<file path="src/rtl/xfm_cell_pkg.sv">
// Package: shared mode encoding and elaboration-time fixed-point trigonometry
// for the multi-transform cell. The functions are only evaluated as constants
// while the coefficient table is built; they produce no hardware of their own.
package xfm_cell_pkg;

    typedef enum logic [2:0] {
        XM_DFT = 3'd0,
        XM_DCT = 3'd1,
        XM_DST = 3'd2,
        XM_DHT = 3'd3,
        XM_SAD = 3'd4
    } xform_mode_e;

    localparam longint ONE_Q30      = 64'sd1 <<< 30;
    localparam longint QUARTER_TURN = 64'sd1 <<< 30;
    localparam longint FULL_TURN    = 64'sd1 <<< 32;
    localparam longint HALF_PI_Q30  = 64'sd1686629713;

    // Cosine of a phase given in 2^-32 turns, result in Q30 (Taylor series per quadrant).
    function automatic longint cos_q30(input longint turns);
        longint t, quad, frac, phi, x2;
        longint term_c, term_s, c_acc, s_acc;
        t      = turns & 64'h0000_0000_FFFF_FFFF;
        quad   = t >>> 30;
        frac   = t & 64'h0000_0000_3FFF_FFFF;
        phi    = (frac * HALF_PI_Q30) >>> 30;
        x2     = (phi * phi) >>> 30;
        c_acc  = ONE_Q30;
        term_c = ONE_Q30;
        s_acc  = phi;
        term_s = phi;
        for (int i = 1; i <= 8; i++) begin
            term_c = -((term_c * x2) >>> 30) / longint'((2 * i - 1) * (2 * i));
            term_s = -((term_s * x2) >>> 30) / longint'((2 * i) * (2 * i + 1));
            c_acc  = c_acc + term_c;
            s_acc  = s_acc + term_s;
        end
        if (quad == 0)      return c_acc;
        else if (quad == 1) return -s_acc;
        else if (quad == 2) return -c_acc;
        else                return s_acc;
    endfunction

    // Phase num/den of a full turn expressed in 2^-32 turns.
    function automatic longint turns_of(input longint num, input longint den);
        return ((num % den) * FULL_TURN) / den;
    endfunction

    // Integer square root of a non-negative value below 2^62.
    function automatic longint isqrt64(input longint v);
        longint r, cand;
        r = 0;
        for (int b = 30; b >= 0; b--) begin
            cand = r | (64'sd1 <<< b);
            if (cand * cand <= v) r = cand;
        end
        return r;
    endfunction

    // DCT normalisation gain in Q30: 1/sqrt(N) for bin 0, sqrt(2/N) otherwise.
    function automatic longint dct_gain_q30(input int k, input int n_pt);
        if (k == 0) return isqrt64((64'sd1 <<< 60) / longint'(n_pt));
        else        return isqrt64((64'sd1 <<< 61) / longint'(n_pt));
    endfunction

    // amp*cos(phase) rounded to a signed fraction with frac bits, clamped to range.
    function automatic int coef_fix(input longint turns, input longint amp_q30, input int frac);
        longint wide, r, lim;
        int     sh;
        sh   = 60 - frac;
        wide = cos_q30(turns) * amp_q30;
        r    = (wide + (64'sd1 <<< (sh - 1))) >>> sh;
        lim  = (64'sd1 <<< frac) - 1;
        if (r > lim)        r = lim;
        if (r < -(lim + 1)) r = -(lim + 1);
        return int'(r);
    endfunction

endpackage

</file>
<file path="src/rtl/xfm_coef_rom.sv">
// Coefficient table: supplies the two signed fixed-point coefficient terms for
// the selected mode and index pairs (n,k1) and (n,k2).
// Assumes N_PT is a power of two so that {n,k} addresses an N_PT*N_PT table.
// All entries are constants computed at elaboration; the read is combinational.
module xfm_coef_rom
    import xfm_cell_pkg::*;
#(
    parameter int N_PT   = 8,
    parameter int COEF_W = 16,
    localparam int IDX_W = $clog2(N_PT)
) (
    input  logic [2:0]                mode,
    input  logic [IDX_W-1:0]          idx_n,
    input  logic [IDX_W-1:0]          idx_k1,
    input  logic [IDX_W-1:0]          idx_k2,
    output logic signed [COEF_W-1:0]  coef1,
    output logic signed [COEF_W-1:0]  coef2
);
    localparam int TAB  = N_PT * N_PT;
    localparam int FRAC = COEF_W - 1;

    logic signed [COEF_W-1:0] t_cos  [TAB];
    logic signed [COEF_W-1:0] t_nsin [TAB];
    logic signed [COEF_W-1:0] t_sin  [TAB];
    logic signed [COEF_W-1:0] t_dct  [TAB];
    logic signed [COEF_W-1:0] t_dst  [TAB];

    // One table row per (n,k): every transform's entry derived from its phase.
    for (genvar g = 0; g < TAB; g++) begin : g_entry
        localparam int     RN = g / N_PT;
        localparam int     RK = g % N_PT;
        localparam longint PH = turns_of(longint'(RN * RK), longint'(N_PT));
        localparam longint PC = turns_of(longint'((2 * RN + 1) * RK), longint'(4 * N_PT));
        localparam longint PS = turns_of(longint'((RN + 1) * (RK + 1)), longint'(2 * (N_PT + 1)));
        assign t_cos[g]  = COEF_W'(coef_fix(PH, ONE_Q30, FRAC));
        assign t_nsin[g] = COEF_W'(coef_fix(QUARTER_TURN + PH, ONE_Q30, FRAC));
        assign t_sin[g]  = COEF_W'(coef_fix(QUARTER_TURN - PH, ONE_Q30, FRAC));
        assign t_dct[g]  = COEF_W'(coef_fix(PC, dct_gain_q30(RK, N_PT), FRAC));
        assign t_dst[g]  = COEF_W'(coef_fix(QUARTER_TURN - PS, ONE_Q30, FRAC));
    end

    logic [2*IDX_W-1:0] addr1, addr2;
    assign addr1 = {idx_n, idx_k1};
    assign addr2 = {idx_n, idx_k2};

    // Mode-driven selection of the two coefficient terms.
    always_comb begin
        coef1 = '0;
        coef2 = '0;
        case (mode)
            XM_DFT: begin coef1 = t_cos[addr1]; coef2 = t_nsin[addr2]; end
            XM_DCT: coef1 = t_dct[addr1];
            XM_DST: coef1 = t_dst[addr1];
            XM_DHT: begin coef1 = t_cos[addr1]; coef2 = t_sin[addr2]; end
            default: ;
        endcase
    end
endmodule

</file>
<file path="src/rtl/xfm_scale.sv">
// Rounding multiplier: operand times a signed fraction with COEF_W-1 fraction
// bits, rounded half up. When 'unity' is set the operand passes at unit gain.
// Assumes |operand*coef| stays below 2^(DATA_W+COEF_W-1) (always true for Q1.15).
module xfm_scale #(
    parameter int DATA_W = 16,
    parameter int COEF_W = 16
) (
    input  logic signed [DATA_W-1:0] operand,
    input  logic signed [COEF_W-1:0] coef,
    input  logic                     unity,
    output logic signed [DATA_W:0]   prod
);
    localparam int FRAC   = COEF_W - 1;
    localparam int FULL_W = DATA_W + COEF_W;
    localparam logic signed [FULL_W-1:0] HALF = FULL_W'(1) << (FRAC - 1);

    logic signed [FULL_W-1:0] full;

    // Full-precision signed product.
    assign full = FULL_W'(operand) * FULL_W'(coef);

    // Rounded scale or unit-gain bypass.
    assign prod = unity ? {operand[DATA_W-1], operand}
                        : (DATA_W + 1)'((full + HALF) >>> FRAC);
endmodule

</file>
<file path="src/rtl/xfm_sat_add.sv">
// Saturating adder: folds a signed term into a signed partial sum and clamps
// the result to the ACC_W range instead of wrapping. Assumes TERM_W <= ACC_W.
module xfm_sat_add #(
    parameter int ACC_W  = 24,
    parameter int TERM_W = 18
) (
    input  logic signed [ACC_W-1:0]  acc_in,
    input  logic signed [TERM_W-1:0] term,
    output logic signed [ACC_W-1:0]  sum_out
);
    localparam logic signed [ACC_W:0] HI = {2'b00, {(ACC_W-1){1'b1}}};
    localparam logic signed [ACC_W:0] LO = {2'b11, {(ACC_W-1){1'b0}}};

    logic signed [ACC_W:0] wide;

    // One extra bit of headroom for the raw sum.
    assign wide = {acc_in[ACC_W-1], acc_in} + {{(ACC_W+1-TERM_W){term[TERM_W-1]}}, term};

    // Clamp to the representable range.
    always_comb begin
        if (wide > HI)      sum_out = HI[ACC_W-1:0];
        else if (wide < LO) sum_out = LO[ACC_W-1:0];
        else                sum_out = wide[ACC_W-1:0];
    end
endmodule

</file>
<file path="src/rtl/xform_mac_cell.sv">
// Multi-transform multiply-accumulate cell: one systolic processing element.
// Looks up two coefficient terms, scales the sample(s), combines the products
// per mode, adds them to the neighbour's partial sums with saturation and
// registers the result (one clock of latency).
// Assumes N_PT is a power of two and DATA_W + 2 <= ACC_W.
module xform_mac_cell
    import xfm_cell_pkg::*;
#(
    parameter int N_PT   = 8,
    parameter int DATA_W = 16,
    parameter int COEF_W = 16,
    parameter int ACC_W  = 24,
    localparam int IDX_W = $clog2(N_PT)
) (
    input  logic                     clk,
    input  logic                     rst_n,
    input  logic [2:0]               mode,
    input  logic [IDX_W-1:0]         idx_n,
    input  logic [IDX_W-1:0]         idx_k1,
    input  logic [IDX_W-1:0]         idx_k2,
    input  logic signed [DATA_W-1:0] sample_a,
    input  logic signed [DATA_W-1:0] sample_b,
    input  logic signed [ACC_W-1:0]  psum_re_in,
    input  logic signed [ACC_W-1:0]  psum_im_in,
    output logic signed [ACC_W-1:0]  psum_re_out,
    output logic signed [ACC_W-1:0]  psum_im_out
);
    localparam int PROD_W = DATA_W + 1;
    localparam int TERM_W = DATA_W + 2;
    localparam logic signed [ACC_W-1:0] ACC_MAX = {1'b0, {(ACC_W-1){1'b1}}};

    logic signed [COEF_W-1:0] coef1, coef2;
    logic signed [PROD_W-1:0] prod1, prod2;
    logic signed [DATA_W-1:0] op2;
    logic                     is_sad;
    logic signed [TERM_W-1:0] ext1, ext2, diff, term_re, term_im;
    logic signed [ACC_W-1:0]  sum_re, sum_im;

    xfm_coef_rom #(.N_PT(N_PT), .COEF_W(COEF_W)) u_rom (
        .mode   (mode),
        .idx_n  (idx_n),
        .idx_k1 (idx_k1),
        .idx_k2 (idx_k2),
        .coef1  (coef1),
        .coef2  (coef2)
    );

    // SAD bypasses the coefficients and routes the second operand to multiplier 2.
    assign is_sad = (mode == XM_SAD);
    assign op2    = is_sad ? sample_b : sample_a;

    xfm_scale #(.DATA_W(DATA_W), .COEF_W(COEF_W)) u_mul1 (
        .operand (sample_a),
        .coef    (coef1),
        .unity   (is_sad),
        .prod    (prod1)
    );

    xfm_scale #(.DATA_W(DATA_W), .COEF_W(COEF_W)) u_mul2 (
        .operand (op2),
        .coef    (coef2),
        .unity   (is_sad),
        .prod    (prod2)
    );

    // Combine the two products into the real and imaginary terms per mode.
    always_comb begin
        ext1    = {prod1[PROD_W-1], prod1};
        ext2    = {prod2[PROD_W-1], prod2};
        diff    = ext1 - ext2;
        term_re = '0;
        term_im = '0;
        case (mode)
            XM_DFT: begin term_re = ext1; term_im = ext2; end
            XM_DCT, XM_DST, XM_DHT: term_re = ext1 + ext2;
            XM_SAD: term_re = diff[TERM_W-1] ? -diff : diff;
            default: ;
        endcase
    end

    xfm_sat_add #(.ACC_W(ACC_W), .TERM_W(TERM_W)) u_add_re (
        .acc_in  (psum_re_in),
        .term    (term_re),
        .sum_out (sum_re)
    );

    xfm_sat_add #(.ACC_W(ACC_W), .TERM_W(TERM_W)) u_add_im (
        .acc_in  (psum_im_in),
        .term    (term_im),
        .sum_out (sum_im)
    );

    // Output register stage with synchronous active-low reset.
    always_ff @(posedge clk) begin
        if (!rst_n) begin
            psum_re_out <= '0;
            psum_im_out <= '0;
        end else begin
            psum_re_out <= sum_re;
            psum_im_out <= sum_im;
        end
    end

    // the first cycle out of reset shows cleared sums.
    assert_reset_clears_R1: assert property (@(posedge clk) disable iff (!rst_n)
        $rose(rst_n) |-> (psum_re_out == '0 && psum_im_out == '0));

    // a zero sample contributes nothing to the real sum in transform modes.
    assert_zero_sample_R3: assert property (@(posedge clk) disable iff (!rst_n)
        ($past(rst_n) && $past(sample_a) == '0 && $past(mode) <= 3'd3)
        |-> psum_re_out == $past(psum_re_in));

    // an absolute difference never lowers the real sum.
    assert_sad_nonneg_R7: assert property (@(posedge clk) disable iff (!rst_n)
        ($past(rst_n) && $past(mode) == XM_SAD) |-> psum_re_out >= $past(psum_re_in));

    // the imaginary chain is untouched outside DFT.
    assert_im_passthru_R8: assert property (@(posedge clk) disable iff (!rst_n)
        ($past(rst_n) && $past(mode) != XM_DFT) |-> psum_im_out == $past(psum_im_in));

    // a full-scale sum stays at full scale under SAD instead of wrapping.
    assert_no_overflow_R9: assert property (@(posedge clk) disable iff (!rst_n)
        ($past(rst_n) && $past(mode) == XM_SAD && $past(psum_re_in) == ACC_MAX)
        |-> psum_re_out == ACC_MAX);

    // reserved codes leave the real chain untouched.
    assert_reserved_idle_R11: assert property (@(posedge clk) disable iff (!rst_n)
        ($past(rst_n) && $past(mode) > 3'd4) |-> psum_re_out == $past(psum_re_in));
endmodule

</file>
<file path="config.mk">
export PLATFORM = sky130hd
export DESIGN_NAME = xform_mac_cell
export DESIGN_NICKNAME = d
export VERILOG_FILES = /design/src/rtl/xfm_cell_pkg.sv /design/src/rtl/xfm_coef_rom.sv /design/src/rtl/xfm_scale.sv /design/src/rtl/xfm_sat_add.sv /design/src/rtl/xform_mac_cell.sv
export SDC_FILE = /design/constraint.sdc
export NUM_CORES = 2
export LEC_CHECK = 0
export ABC_AREA = 1
export BUFFER_PORTS_ARGS = -buffer_cell sky130_fd_sc_hd__buf_2
export CELL_PAD_IN_SITES_DETAIL_PLACEMENT = 1
export CELL_PAD_IN_SITES_GLOBAL_PLACEMENT = 1
export CORE_ASPECT_RATIO = 1.2
export CORE_MARGIN = 2
export CORE_UTILIZATION = 47
export CTS_CLUSTER_DIAMETER = 200
export DETAILED_ROUTE_END_ITERATION = 12
export GPL_ROUTABILITY_DRIVEN = 0
export PLACE_DENSITY_LB_ADDON = 0.1
export SLEW_MARGIN = 10
export SYNTH_ARGS = -nofsm -noshare
export SYNTH_HDL_FRONTEND = slang
export SYNTH_HIERARCHICAL = 1
export SYNTH_SLANG_ARGS = --single-unit
</file>
<file path="constraint.sdc">
create_clock -name clk -period 12.34 [get_ports clk]
set_input_delay 0 -clock clk [delete_from_list [all_inputs] [get_ports clk]]
set_output_delay 0 -clock clk [all_outputs]
set_load 0.02 [all_outputs]
</file>
Word level (Yosys, flattened, before mapping):

Memory sizes are Yosys's and may differ from the RTL's.
Cells that the tools add are included.

* order comparisons: 6
* multiply operators: 2
* equality and inequality tests: 4
* reductions and logical operators: 5
* add/subtract/negate cells: 7
* multiplexer cells: 22
* bitwise gates (word level): 3

Operator list (count)
* $mux 16: 11
* $add 32x16->32 const B: 2
* $mul 16x16->32: 2
* $pmux 18 s3: 1
* $add 24x18->25: 2
* $gt 25x24->1 const B: 2
* $lt 25x24->1 const B: 2
* $mux 24: 2
* $pmux 16 s3: 1
* $mux 23: 2
* $mux 18: 2
* $mux 17: 2
* $pmux 16 s2: 1
* $add 17x17->18: 1
* $neg 18->18: 1
* $sub 17x17->18: 1
* $ge 7x7->1 const B: 2
* $not 6->7: 2
* $eq 3x2->1 const B: 2
* $reduce_or 2->1: 3
* $eq 3x1->1 const B: 1
* $eq 3x3->1 const B: 1
* $logic_not 3->1: 1
* $reduce_or 3->1: 1
* $not 1->1: 1

* register bits: 48
* ROM bits: 5120
* logic and storage cells: 58
* memories: 5
* bits of input ports: 94

Memory list
* (no name shown): depth 64, width 16, rd ports 1, clocked after memory_dff 0, write ports 0, line xfm_coef_rom.sv:51 `XM_DFT: begin coef1 = t_cos[addr1]; coef2 = t_nsin[addr2]; end`
* (no name shown): depth 64, width 16, rd ports 1, clocked after memory_dff 0, write ports 0, line xfm_coef_rom.sv:52 `XM_DCT: coef1 = t_dct[addr1];`
* (no name shown): depth 64, width 16, rd ports 1, clocked after memory_dff 0, write ports 0, line xfm_coef_rom.sv:53 `XM_DST: coef1 = t_dst[addr1];`
* (no name shown): depth 64, width 16, rd ports 1, clocked after memory_dff 0, write ports 0, line xfm_coef_rom.sv:51
* (no name shown): depth 64, width 16, rd ports 1, clocked after memory_dff 0, write ports 0, line xfm_coef_rom.sv:54 `XM_DHT: begin coef1 = t_cos[addr1]; coef2 = t_sin[addr2]; end`

Logic depth before layout (Yosys ltp):

* depth after elaboration: 16
* depth in mapped cells: 75
* gate-level depth less buffers: 71

Hierarchy:

The synthesis kept the hierarchy.

By module, submodules not included
* xfm_scale (u_mul1): area each 10884.2 um2, times used 1, cells an instance 1512
* xfm_scale (u_mul2): area each 10729.0 um2, times used 1, cells an instance 1476
* xform_mac_cell: area each 4571.9 um2, times used 1, cells an instance 803
* xfm_sat_add: area each 1900.6 um2, times used 2, cells an instance 364
* xfm_coef_rom: area each 3274.4 um2, times used 1, cells an instance 686

Worst setup path before layout:

OpenSTA, ideal clock, no wires.

* kind: input port to flip-flop
* from: in idx_k1[1]
* to: reg psum_re_out[13]
* path slack: 2.812 ns
* library setup time: 0.110 ns
* path buffers: 3
* data required time: 12.230 ns
* cell stages on the path: 61
* data arrival time: 9.419 ns
* path through: inv_2 -> ha_1 -> nor2_2 -> nor2_2 -> nand2_1 -> nand2_1 -> nand2_1 -> nand2_1 -> nand2_1 -> nand2_1 -> nand3_1 -> clkbuf_1 -> clkbuf_1 -> nand2_1 -> fa_1 -> inv_1 -> fa_1 -> inv_1 -> [25 not listed] -> a21oi_1 -> o21ai_0 -> nand3_1 -> ha_1 -> nand2_1 -> nor2_2 -> nand2_1 -> nor2_1 -> nand2_1 -> nand3_1 -> nand2_2 -> nand2_2 -> nand2_2 -> buf_8 -> nand2_2 -> nand2_1 -> nand2_1 -> inv_1

* word-level cells in the longest chain between the ends: 16
* elaborated cells between the ends (all ways): 24

Ends and longest elaborated chain
* start: declaration: line xform_mac_cell.sv:19 `input logic [IDX_W-1:0] idx_k1,`
* $not 6->7 (not written as such) *
* $mem_v2 64x16 (on tied branches)
* $mux 16 (on tied branches) (2 in a row): line xfm_coef_rom.sv:51, xfm_coef_rom.sv:52, xfm_coef_rom.sv:53
* $pmux 16 s3 *: line xfm_coef_rom.sv:50 `case (mode)`
* net coef1[10]: line xform_mac_cell.sv:32 `logic signed [COEF_W-1:0] coef1, coef2;`
* $mul 16x16->32 *: line xfm_scale.sv:20 `assign full = FULL_W'(operand) * FULL_W'(coef);`
* $add 32x16->32 *: line xfm_scale.sv:24 `: (DATA_W + 1)'((full + HALF) >>> FRAC);`
* $mux 17 *: line xfm_scale.sv:23 `assign prod = unity ? {operand[DATA_W-1], operand}`
* net prod1[0]: line xform_mac_cell.sv:33 `logic signed [PROD_W-1:0] prod1, prod2;`
* [2 not listed]
* $mux 18: line xform_mac_cell.sv:76 `XM_SAD: term_re = diff[TERM_W-1] ? -diff : diff;`
* $pmux 18 s3 *: line xform_mac_cell.sv:73 `case (mode)`
* net term_re[10]: line xform_mac_cell.sv:36 `logic signed [TERM_W-1:0] ext1, ext2, diff, term_re, term_im;`
* $add 24x18->25 *: line xfm_sat_add.sv:17 `assign wide = {acc_in[ACC_W-1], acc_in} + {{(ACC_W+1-TERM_W){term[TERM_W-1]}}, term};`
* $lt 25x24->1: line xfm_sat_add.sv:22 `else if (wide < LO) sum_out = LO[ACC_W-1:0];`
* $mux 24: line xfm_sat_add.sv:22
* $mux 23 *: line xfm_sat_add.sv:21 `if (wide > HI) sum_out = HI[ACC_W-1:0];`
* net sum_re[13]: line xform_mac_cell.sv:37 `logic signed [ACC_W-1:0] sum_re, sum_im;`
* end signal: assignment: line xform_mac_cell.sv:99 `psum_re_out <= sum_re;`
* end: declaration: line xform_mac_cell.sv:25 `output logic signed [ACC_W-1:0] psum_re_out,`

The timed path passes the listed nets; every way through them passes the cells marked *. The select of a mux whose other input is x is not followed.
A chain may end at the register's enable or synchronous reset.

Worst setup path in the final report:

* from: in idx_k1[1]
* to: reg psum_re_out[7]

* elaborated cells between the ends (all ways): 24

RTL lines (line)
* $not 6->7 (not written as such) *
* $mem_v2 64x16 (on tied branches)
* $mux 16 (on tied branches) (2 in a row): xfm_coef_rom.sv:51, xfm_coef_rom.sv:52, xfm_coef_rom.sv:53
* $pmux 16 s3 *: xfm_coef_rom.sv:50
* net coef1[14]: xform_mac_cell.sv:32
* $mul 16x16->32 *: xfm_scale.sv:20
* $add 32x16->32 *: xfm_scale.sv:24
* $mux 17 *: xfm_scale.sv:23
* net prod1[10]: xform_mac_cell.sv:33
* [1 not listed]
* $mux 18 *: xform_mac_cell.sv:76
* $pmux 18 s3 *: xform_mac_cell.sv:73
* net term_re[1]: xform_mac_cell.sv:36
* $add 24x18->25 *: xfm_sat_add.sv:17
* $lt 25x24->1: xfm_sat_add.sv:22
* $mux 24: xfm_sat_add.sv:22
* $mux 23 *: xfm_sat_add.sv:21
* net sum_re[7]: xform_mac_cell.sv:37

Marked as above.

==> flow_summary.json <==
{
  "die_w_um": 246.8,
  "grt_pass1_wl_um": 183000,
  "final-max-slew-violation-count": 0,
  "synth_nets": 6079,
  "ys_async_sr_fraction": 0,
  "final-setup-viol-count": 0,
  "cts_resized": 0,
  "grt_usage": 0.3164,
  "post-route-min-period_ns": 11.43,
  "ys_seq_elements": 48,
  "yosysWarnings": 6,
  "drt-total-wl_um": 113600,
  "synth_top_area_share": 0.3178,
  "status": "finished, final reports clean",
  "cts_max_level": 2,
  "clock-sinks": 48,
  "holdCritPathClass": "primary input to flip-flop",
  "final_common_cell": "nand2_1",
  "slew_headroom": 0.3660,
  "wire_per_inst_um": 18.55,
  "worst_path_max_delay_cell": "nand3_1",
  "cts-root-buf": "clkbuf_16",
  "antenna_found_initial": 2,
  "critPathKind": "primary input to flip-flop",
  "cts_setup_buffers": 0,
  "drive_gt1_frac": 0.07159,
  "cap_violations": 0,
  "postSynthAreaPerCell_um2": 6.390,
  "grt_max_degree": 60,
  "synth_area_leaders": "fa_1 32%, nand2_1 19%, inv_1 14%",
  "max_slew.worst_pin.slew_ns": 0.9499,
  "ioPinCount": 142,
  "io_buffer_count": 141,
  "drc": 0,
  "syn_to_final_growth_pct": 4.698,
  "crit_path_max_fanout": 23,
  "synth_edf_count": 0,
  "tritoncts.num_buffers": 5,
  "coreArea_mm2": 0.06989,
  "worst_ep_required_time_ns": 12.56,
  "ys.flop_type": "dfxtp_1",
  "dr.pass1.iters": 5,
  "die_area_mm2": 0.07292,
  "startpoint_type": "primary input",
  "cts.path.max_buffers": 2,
  "cp_top_family": "adder cells",
  "dp_hpwl_um": 96870,
  "synth_area_mm2": 0.03326,
  "critPathBufInv": 8,
  "layout_common_cells": "1711 x nand2_1, 1253 x inv_1, 527 x fa_1",
  "num_antenna_cells": 0,
  "finalHoldViolCount": 0,
  "drt_iter0_markers": 1685,
  "endpoint_kind": "flip-flop",
  "start_util": 0.4759,
  "yosys.area.top_type": "fa_1",
  "max_freq_mhz": 87.46,
  "grt_overflow_total": 0,
  "ant_nets": 0,
  "period_share": 0.9266,
  "rsz0062_at_grt": "false",
  "die_h_um": 295.4,
  "viasPerCell": 5.234,
  "cts_hold_buf": 0,
  "clkSlewWorstSetupHoldPaths_ns": 0.06,
  "via_count": 32080,
  "crit_arrival_ns": 11.65,
  "cts_tree": "built",
  "max_stage_delay_ns": 0.56,
  "finalSetupTns_ns": 0,
  "synthCells": 5205,
  "rows": 106,
  "yosysSeqAreaShare": 0.02889,
  "fin_nets": 6083,
  "synthDistinctLibCells": 54,
  "worst_path_most_repeated_cell": "nand2_1",
  "grt_pass1_vias": 35300
}
==> worst min-delay path, cell delays in order <==
cell and delay (ns):
buf_2 0.08, ha_1 0.13, nand2_1 0.05, nand2_1 0.05, nand2_1 0.04, inv_1 0.04
==> layout make-up <==
class / instances / area, um2
multi-input cells: 3683 / 26580
clock inverters: 2 / 35.03
clock buffers: 6 / 128.9
inverters: 1265 / 4753
fillers: 9641 / 35070
flip-flops and latches: 48 / 960.9
repair buffers: 206 / 1219
well taps: 918 / 1149
==> logic make-up after synthesis <==
logic type / Yosys count / share of synthesized area
xor gates and xnor gates: 46 / 0.01211
DFF: 48 / 0.02889
adders and majority gates: 780 / 0.4126
AOI/OAI and AO/OA: 307 / 0.05270
and+or+nand+nor: 2550 / 0.3199
buffers and inverters: 1474 / 0.1738
==> final timing paths <==
path | from | end | slack [ns] | cells past startpoint
worst max-delay path | idx_k1[1] | psum_re_out[7]$_SDFF_PN0_ | 0.91 | 57
worst min-delay path | psum_re_in[0] | psum_re_out[0]$_SDFF_PN0_ | 0.14 | 6
==> Yosys cell counts (4+ instances only) <==
master       n
buf_8        4
nor2_4       4
o21bai_1    30
nand2_4      5
buf_4       23
and2_1       6
ha_1       252
or2_1        4
nor2_2      21
buf_2       28
or2_2        9
o211ai_1     9
o21ai_1     13
nand3_2      7
nand2_1   1713
nor3_1      27
inv_2        9
inv_1     1253
a21oi_1    151
clkbuf_1   140
nand4_1     36
dfxtp_1     48
nand3b_1    15
xnor2_1     18
a21o_1       5
nand3_1    345
o21ai_0     74
xor2_1      28
nand2_2     77
a31oi_1      5
fa_1       528
nor2_1     268
nor4_1       4
a21oi_2      4
buf_6       10
==> metal layers <==
layer / global-route usage / wire, um / vias up
met2: 0.5730 / 56750 / 756
met1: 0.3922 / 47490 / 15850
met4: 0.1211 / 4893 / 0
met5: 0 / 0 / -
li1: - / - / 15240
met3: 0.02088 / 4515 / 232
==> stage by stage <==
stage	instances	setup slack [ns]	hold WS (ns)	instance area (um2)	utilization
floorplan	5205	2.812	0.2962	33260	-
global placement	6120	0.5844	0.4163	34620	0.4953
detailed placement	6120	0.3275	0.4158	34620	0.4953
CTS	6128	0.5995	0.1344	34780	0.4976
global route	6128	0.1860	0.1993	34820	0.4982
finish	6128	0.9060	0.1365	34820	0.4982
==> flip-flops by register name, summed over array words and instances, names as in the netlist <==
name and count:
psum_im_out 24, psum_re_out 24
Power is left out: the tool's default activity adds up to more than one toggle a clock period on the data nets, which glitch-free logic cannot reach.
